$ cat src/rtl/evtc_pkg.sv
package evtc_pkg;
  localparam int CNT_W  = 16;
  localparam int DATA_W = 2 * CNT_W;
  localparam int ADDR_W = 2;

  typedef enum logic [ADDR_W-1:0] {
    REG_CNT_THR = 2'd0,
    REG_STATUS  = 2'd1,
    REG_MASK    = 2'd2,
    REG_SPARE   = 2'd3
  } evtc_reg_e;
endpackage

$ cat src/rtl/evtc_counter.sv
module evtc_counter #(
  parameter int W = 16
) (
  input  logic         clk,
  input  logic         rst_n,
  input  logic         evt,
  input  logic         clr,
  input  logic         ld,
  input  logic [W-1:0] ld_cnt,
  input  logic [W-1:0] ld_thr,
  output logic [W-1:0] cnt,
  output logic [W-1:0] thr,
  output logic         hit
);
  localparam logic [W-1:0] CNT_MAX = {W{1'b1}};

  logic         enabled;
  logic         step;
  logic [W-1:0] cnt_inc;

  assign enabled = (thr != '0);
  assign cnt_inc = cnt + 1'b1;
  assign step    = evt && enabled && (cnt != CNT_MAX) && !clr && !ld;
  assign hit     = step && (cnt_inc == thr);

  always_ff @(posedge clk or negedge rst_n) begin
    if (!rst_n) begin
      cnt <= '0;
      thr <= CNT_MAX;
    end else begin
      if (clr)       cnt <= '0;
      else if (ld)   cnt <= ld_cnt;
      else if (step) cnt <= cnt_inc;
      if (ld) thr <= ld_thr;
    end
  end

  assert_step_R1: assert property (@(posedge clk) disable iff (!rst_n)
    (evt && thr != '0 && cnt != CNT_MAX && !clr && !ld) |=> (cnt == $past(cnt) + 1'b1));
  assert_saturate_R2: assert property (@(posedge clk) disable iff (!rst_n)
    (cnt == CNT_MAX && !clr && !ld) |=> (cnt == CNT_MAX));
  assert_disabled_R5: assert property (@(posedge clk) disable iff (!rst_n)
    (thr == '0 && !clr && !ld) |=> $stable(cnt));
  assert_clear_wins_R10: assert property (@(posedge clk) disable iff (!rst_n)
    clr |=> (cnt == '0));
  assert_load_wins_R11: assert property (@(posedge clk) disable iff (!rst_n)
    (ld && !clr) |=> (cnt == $past(ld_cnt)));
endmodule

$ cat src/rtl/evtc_irq.sv
module evtc_irq (
  input  logic clk,
  input  logic rst_n,
  input  logic set,
  input  logic clr,
  input  logic mask_wr,
  input  logic mask_d,
  output logic stat,
  output logic mask,
  output logic irq
);
  always_ff @(posedge clk or negedge rst_n) begin
    if (!rst_n) begin
      stat <= 1'b0;
      mask <= 1'b0;
    end else begin
      if (clr)      stat <= 1'b0;
      else if (set) stat <= 1'b1;
      if (mask_wr) mask <= mask_d;
    end
  end

  assign irq = stat & mask;

  assert_set_R6: assert property (@(posedge clk) disable iff (!rst_n)
    (set && !clr) |=> stat);
  assert_sticky_R8: assert property (@(posedge clk) disable iff (!rst_n)
    (stat && !clr) |=> stat);
  assert_no_spurious_R6: assert property (@(posedge clk) disable iff (!rst_n)
    (!stat && !set) |=> !stat);
endmodule

$ cat src/rtl/evtc_decode.sv
module evtc_decode
  import evtc_pkg::*;
(
  input  logic [ADDR_W-1:0] addr,
  input  logic              wr_en,
  input  logic [DATA_W-1:0] wr_data,
  input  logic [CNT_W-1:0]  cnt,
  input  logic [CNT_W-1:0]  thr,
  input  logic              stat,
  input  logic              mask,
  output logic              cnt_ld,
  output logic              stat_clr,
  output logic              mask_wr,
  output logic [DATA_W-1:0] rd_data
);
  assign cnt_ld   = wr_en && (addr == REG_CNT_THR);
  assign stat_clr = wr_en && (addr == REG_STATUS) && wr_data[0];
  assign mask_wr  = wr_en && (addr == REG_MASK);

  always_comb begin
    rd_data = '0;
    case (addr)
      REG_CNT_THR: rd_data = {cnt, thr};
      REG_STATUS:  rd_data[0] = stat;
      REG_MASK:    rd_data[0] = mask;
      default:     rd_data = '0;
    endcase
  end
endmodule

$ cat src/rtl/reorder_threshold_counter.sv
module reorder_threshold_counter
  import evtc_pkg::*;
(
  input  logic              clk,
  input  logic              rst_n,
  input  logic              evt_strobe,
  input  logic [ADDR_W-1:0] addr,
  input  logic              wr_en,
  input  logic [DATA_W-1:0] wr_data,
  output logic [DATA_W-1:0] rd_data,
  output logic              irq
);
  logic [CNT_W-1:0] cnt, thr;
  logic             hit, stat, mask;
  logic             cnt_ld, stat_clr, mask_wr;

  evtc_decode u_dec (
    .addr(addr), .wr_en(wr_en), .wr_data(wr_data),
    .cnt(cnt), .thr(thr), .stat(stat), .mask(mask),
    .cnt_ld(cnt_ld), .stat_clr(stat_clr), .mask_wr(mask_wr), .rd_data(rd_data)
  );

  evtc_counter #(.W(CNT_W)) u_cnt (
    .clk(clk), .rst_n(rst_n), .evt(evt_strobe), .clr(stat_clr), .ld(cnt_ld),
    .ld_cnt(wr_data[DATA_W-1:CNT_W]), .ld_thr(wr_data[CNT_W-1:0]),
    .cnt(cnt), .thr(thr), .hit(hit)
  );

  evtc_irq u_irq (
    .clk(clk), .rst_n(rst_n), .set(hit), .clr(stat_clr),
    .mask_wr(mask_wr), .mask_d(wr_data[0]),
    .stat(stat), .mask(mask), .irq(irq)
  );

  assert_irq_gate_R9: assert property (@(posedge clk) disable iff (!rst_n)
    (mask_wr && !wr_data[0]) |=> !irq);
  assert_w1c_R7: assert property (@(posedge clk) disable iff (!rst_n)
    stat_clr |=> (!irq && rd_data[DATA_W-1:CNT_W] == '0 || addr != REG_CNT_THR || cnt_ld == 1'b1 || !irq));
endmodule

$ cat config.mk
export PLATFORM = sky130hd
export DESIGN_NAME = reorder_threshold_counter
export DESIGN_NICKNAME = d
export VERILOG_FILES = /design/src/rtl/evtc_pkg.sv /design/src/rtl/evtc_counter.sv /design/src/rtl/evtc_irq.sv /design/src/rtl/evtc_decode.sv /design/src/rtl/reorder_threshold_counter.sv
export SDC_FILE = /design/constraint.sdc
export NUM_CORES = 1
export LEC_CHECK = 0
export BUFFER_PORTS_ARGS = -buffer_cell sky130_fd_sc_hd__buf_2
export CAP_MARGIN = 20
export CORE_MARGIN = 2
export CORE_UTILIZATION = 47
export DETAILED_ROUTE_END_ITERATION = 7
export GPL_ROUTABILITY_DRIVEN = 0
export PLACE_DENSITY = 0.77
export SETUP_SLACK_MARGIN = 0.05
export SLEW_MARGIN = 20
export SYNTH_ARGS = -nofsm -noshare
export SYNTH_HDL_FRONTEND = slang
export SYNTH_SLANG_ARGS = --single-unit
$ cat constraint.sdc
create_clock -name clk -period 2.2 [get_ports clk]
set_clock_uncertainty 0.2 [all_clocks]
set_input_delay 0.33 -clock clk [delete_from_list [all_inputs] [get_ports clk]]
set_output_delay 0.33 -clock clk [all_outputs]
set_load 0.005 [all_outputs]
## Yosys cells after proc, flatten, opt, wreduce, memory -nomap -nowiden

Cells that the tools add are included.

| storage, ports and cells | value |
|---|---|
| input bits | 38 |
| register bits | 34 |

| operators by class | value |
|---|---|
| bitwise operators | 1 |
| equality and inequality tests | 4 |
| muxes and demuxes | 7 |
| add/sub/neg operators | 1 |
| reductions and logical operators | 15 |

Operator list:

| cell | number |
|---|---|
| $mux 16 | 3 |
| $mux 31 | 1 |
| $add 16x1->16 const B | 1 |
| $eq 16x16->1 | 1 |
| $ne 16x16->1 const B | 1 |
| $reduce_bool 16->1 | 1 |
| $logic_and 1x1->1 | 9 |
| $pmux 1 s3 | 1 |
| $reduce_bool 3->1 | 1 |
| $eq 2x1->1 const B | 1 |
| $eq 2x2->1 const B | 1 |
| $logic_not 1->1 | 2 |
| $logic_not 2->1 | 1 |
| $mux 1 | 2 |
| $reduce_bool 2->1 | 1 |
| $and 1x1->1 | 1 |

## Depth between registers and ports, before layout

| depth | value |
|---|---|
| depth in word-level cells | 9 |
| mapped depth | 8 |
| mapped depth without buffers | 7 |

## Modules after synthesis

A second synthesis with hierarchy kept.

| unflattened totals | value |
|---|---|
| cell total of the unflattened synthesis | 268 |
| area total of the unflattened synthesis | 2,648.8 um^2 |

By module, submodules not included:

| module | sequential area each (um^2) | area each (um^2) | times used | cells each |
|---|---|---|---|---|
| evtc_counter | 820.8 | 2,205.9 | 1 | 221 |
| evtc_decode | 0.0 | 361.6 | 1 | 42 |
| evtc_irq | 50.0 | 81.3 | 1 | 5 |

## Least setup slack after synthesis

OpenSTA, ideal clock, no wires.

| path | value |
|---|---|
| path kind | register to register |
| from | register u_cnt.cnt[11] |
| to | register u_cnt.cnt[6] |
| stages on the path, launching flop included | 9 |
| setup time | 0.094 ns |
| required time | 1.906 ns |
| buffers on the path | 2 |
| slack | 0.018 ns |
| period minus slack after synthesis | 2.182 ns |
| data arrival time | 1.888 ns |
| cells stage by stage | dfrtp_1 buf_2 nand4_2 or4_4 o211ai_4 buf_6 nor2_1 xnor2_1 a211oi_1 |

| on the way | value |
|---|---|
| longest elaborated chain between the ends | 5 |

RTL lines:

| item | RTL line | RTL |
|---|---|---|
| from (decl) | evtc_counter.sv:11 | `output logic [W-1:0] cnt,` |
| from (signal assigned) | evtc_counter.sv:32 | `else if (ld) cnt <= ld_cnt;` |
| from (signal assigned) | evtc_counter.sv:33 | `else if (step) cnt <= cnt_inc;` |
| $ne 16x16->1 | evtc_counter.sv:23 | `assign step = evt && enabled && (cnt != CNT_MAX) && !clr && !ld;` |
| $logic_and 1x1->1 (3 in a row) | evtc_counter.sv:23 |  |
| $reduce_bool 3->1 (no line) | n/a |  |

No other way between the ends.
A chain may end at the register's enable or synchronous reset.

## Worst setup path in the final report

| path | value |
|---|---|
| from | register u_cnt.cnt[0] |
| to | register u_cnt.cnt[11] |

| on the way | value |
|---|---|
| longest elaborated chain between the ends | 5 |
| elaborated cells on any way between the ends | 9 |

RTL lines:

| item |
|---|
| branches (longest 5 deep; another with $add 16x1->16) |

Parallel ways; which one is timed is not known. The select of a mux whose other input is x is not followed.

==> impl_results.md <==
- Outcome: finished clean
- Max incr delay on CP: 390 ps
- Crit Path Class: flop to flop
- GR Util All Layers: 0.234
- Rows: 25
- Clock transition at path regs: 70 ps
- Final period utilization: 0.994
- # placed instances: between 400 and 500
- Layout Nets: approximately 400
- Area grow syn2layout: 33.8%
- First-pass GRT wire length: 9950 um
- Setup ws final: 12.4 ps
- Crit path max fanout: 8
- Setup violations, final: 0
- Clk buf depth: 2
- Final hold vios: 0
- Syn Area/Cell: 9.29 sq um
- Drt pass-1 iters: 4
- Total wire length: 6680 um
- Die Ht: 75.1 um
- Yosys Warn Count: 0
- CP bufs+invs: 0
- Commonest non-fill, non-tap cells in the layout: 70 x buf_2, 36 x buf_4, 30 x and2_1, 27 x xnor2_1
- DIE AREA: approximately 0.0056 sq mm
- TritonCTS clock tree: yes
- Yosys reg bits: 34
- Syn nets: slightly below 300
- Critical-path cell list: ha_2 -> and3_4 -> nand4_1 -> o211ai_4 -> nand2b_1 -> xor2_1 -> a21oi_1
- Dpl ws: -54.5 ps
- # DRC: 0
- Worst Tran Pin Value: 751 ps
- Largest net degree at the start of global routing: 36
- H-tree Lvls: 2
- Commonest non-fill, non-tap cell in the layout: buf_2
- Post-Synthesis Cells: about 260
- Worst path top cell family by delay: simple AND/OR/NAND/NOR gates
- # port buffers: 70
- Synth cell types: 40
- Vias per cell: roughly 5.5
- Startpoint Class: flop
- Clk Latency, worst-skew pair: 290 ps
- DR WL/cell: ~16 um
- Total core area: 0.00482 sq mm
- CTS root buffer: clkbuf_8
- Die Wd: 75.1 um
- Hold/Removal Path Class: primary input to flop
- Antenna-violating nets left: 0
- Worst EP arrival: 2140 ps
- Achievable Freq: 457 MHz
- Initial core utilization: 0.494
- Post-Syn Area: 0.00238 sq mm
- Critical path's slowest cell: o211ai_4
- Non-Filler Instances: 423
- P_leak: 0.00146 uW
- Hpwl dp: 4780 um
- Initial DRC count: a little under 200
- RSZ-0062 raised after global routing: yes
- I/O pin count: 71
- Layout cell share with drive strength beyond 1: 0.466
- CTS Buf Count: 5
- Peak supply drop: 0.000443 V
- Total gr overflow: 0
- MaxCap Viol Count: 0
- Hold slack: 68.3 ps
- Via count: approximately 2300
- Worst slew margin: 0.500
- CP Capture Type: flop
- Register area share after synthesis: 0.366
- Vias in the first global route: 2083
- Number of antenna violations at the first check in global routing: 0
- Worst Path Required: 2160 ps
- Fin. max-slew vios: 0
- Pwr/cell area: 838 mW/mm^2
- Core Util, Final: 0.661
- Antenna Cells: 0
- Clock sinks: 34
- Final min period: 2190 ps
==> sequential cells by signal, summed over array words and instances (netlist names) <==
register / count
u_cnt.cnt: 16
u_cnt.thr: 16
u_irq.mask: 1
u_irq.stat: 1
==> metrics by stage <==
step                      cell area [sq um]  TNS, ps  power, uW
after floorplan                        2380        0       1700
after global placement                 2960        0       2080
after detailed placement               2960     -116       2110
after CTS                              3070        0       2570
after global routing                   3180     -466       2830
final                                  3180        0       2670
==> cells by family after synthesis <==
logic type                 share of synthesized area
and+or+nand+nor                                0.246
xor gates and xnor gates                       0.140
AOI/OAI and AO/OA                              0.108
DFF                                            0.366
buffers and inverters                         0.0416
muxes                                         0.0931
adders and majority gates                    0.00526
==> final cells by class <==
class / count / area [sq um]
inverters: 4 / 15.0
clock buffers: 8 / 80.1
multi-input cells: 202 / 1490
well taps: 67 / 83.8
fillers: 426 / 1630
flip-flops and latches: 34 / 871
repair buffers: 108 / 642
==> report_power, final <==
part           switching (uW)  leakage [uW]  internal (uW)  total, uW
Combinational             587       0.00103            663       1250
Clock                     214     0.0000395            225        438
Sequential                161      0.000384            818        979
==> metal layers <==
layer,up-vias,routed length [um],GRT usage
met2,79,3400,0.406
met4,0,97,0.0604
met1,1143,2780,0.294
li1,1091,-,-
met3,15,397,0.0576
met5,-,0,0
==> timing repair <==
item | in CTS | in global routing
pin swaps | 5 | 14
setup endpoints to repair | 11 | 15
setup buffers | 0 | 6
gates resized for setup | 1 | 15
hold buffers | 1 | 0
gates cloned | 1 | 0
hold endpoints to repair | 18 | 0
==> cells in the mapped netlist (all sizes together) <==
library cell,number,area [sq um]
mux2i,3,30.0
or3b,1,8.76
mux2,17,191
nand2b,1,6.26
and3,7,43.8
a211oi,8,65.1
o22ai,1,6.26
a41oi,1,8.76
xor2,11,96.3
o221ai,1,8.76
nand3,10,50.1
o41ai,2,17.5
dfrtp,18,450
nand4,7,50.1
nand4b,1,8.76
nand2,12,45.0
ha,1,12.5
nor3,6,30.0
nor2,22,82.6
o2111ai,1,8.76
dfstp,16,420
inv,4,15.0
nor2b,1,6.26
o211ai,2,28.8
a31oi,1,6.26
and2,30,188
o21ai,11,55.1
o2111a,1,11.3
nor4,5,31.3
clkbuf,10,37.5
buf,7,46.3
xnor2,27,236
a21oi,8,40.0
or4,1,11.3
nor4b,1,23.8
==> worst paths after layout <==
path | from | to | slack (ps) | cells after the start
worst min register to register | u_irq.stat$_DFFE_PN0P_ | u_irq.stat$_DFFE_PN0P_ | 310 | 2
min in group asynchronous | rst_n | u_cnt.cnt[14]$_DFFE_PN0P_ | 440 | 2
worst max register to register | u_cnt.cnt[0]$_DFFE_PN0P_ | u_cnt.cnt[11]$_DFFE_PN0P_ | 10 | 7
worst max-delay path | u_cnt.cnt[0]$_DFFE_PN0P_ | u_cnt.cnt[11]$_DFFE_PN0P_ | 10 | 7
worst min-delay path | wr_data[9] | u_cnt.thr[9]$_DFFE_PN1P_ | 70 | 2
max in group asynchronous | rst_n | u_cnt.cnt[1]$_DFFE_PN0P_ | 870 | 2
No activity file was read; power rests on OpenSTA's default activity.
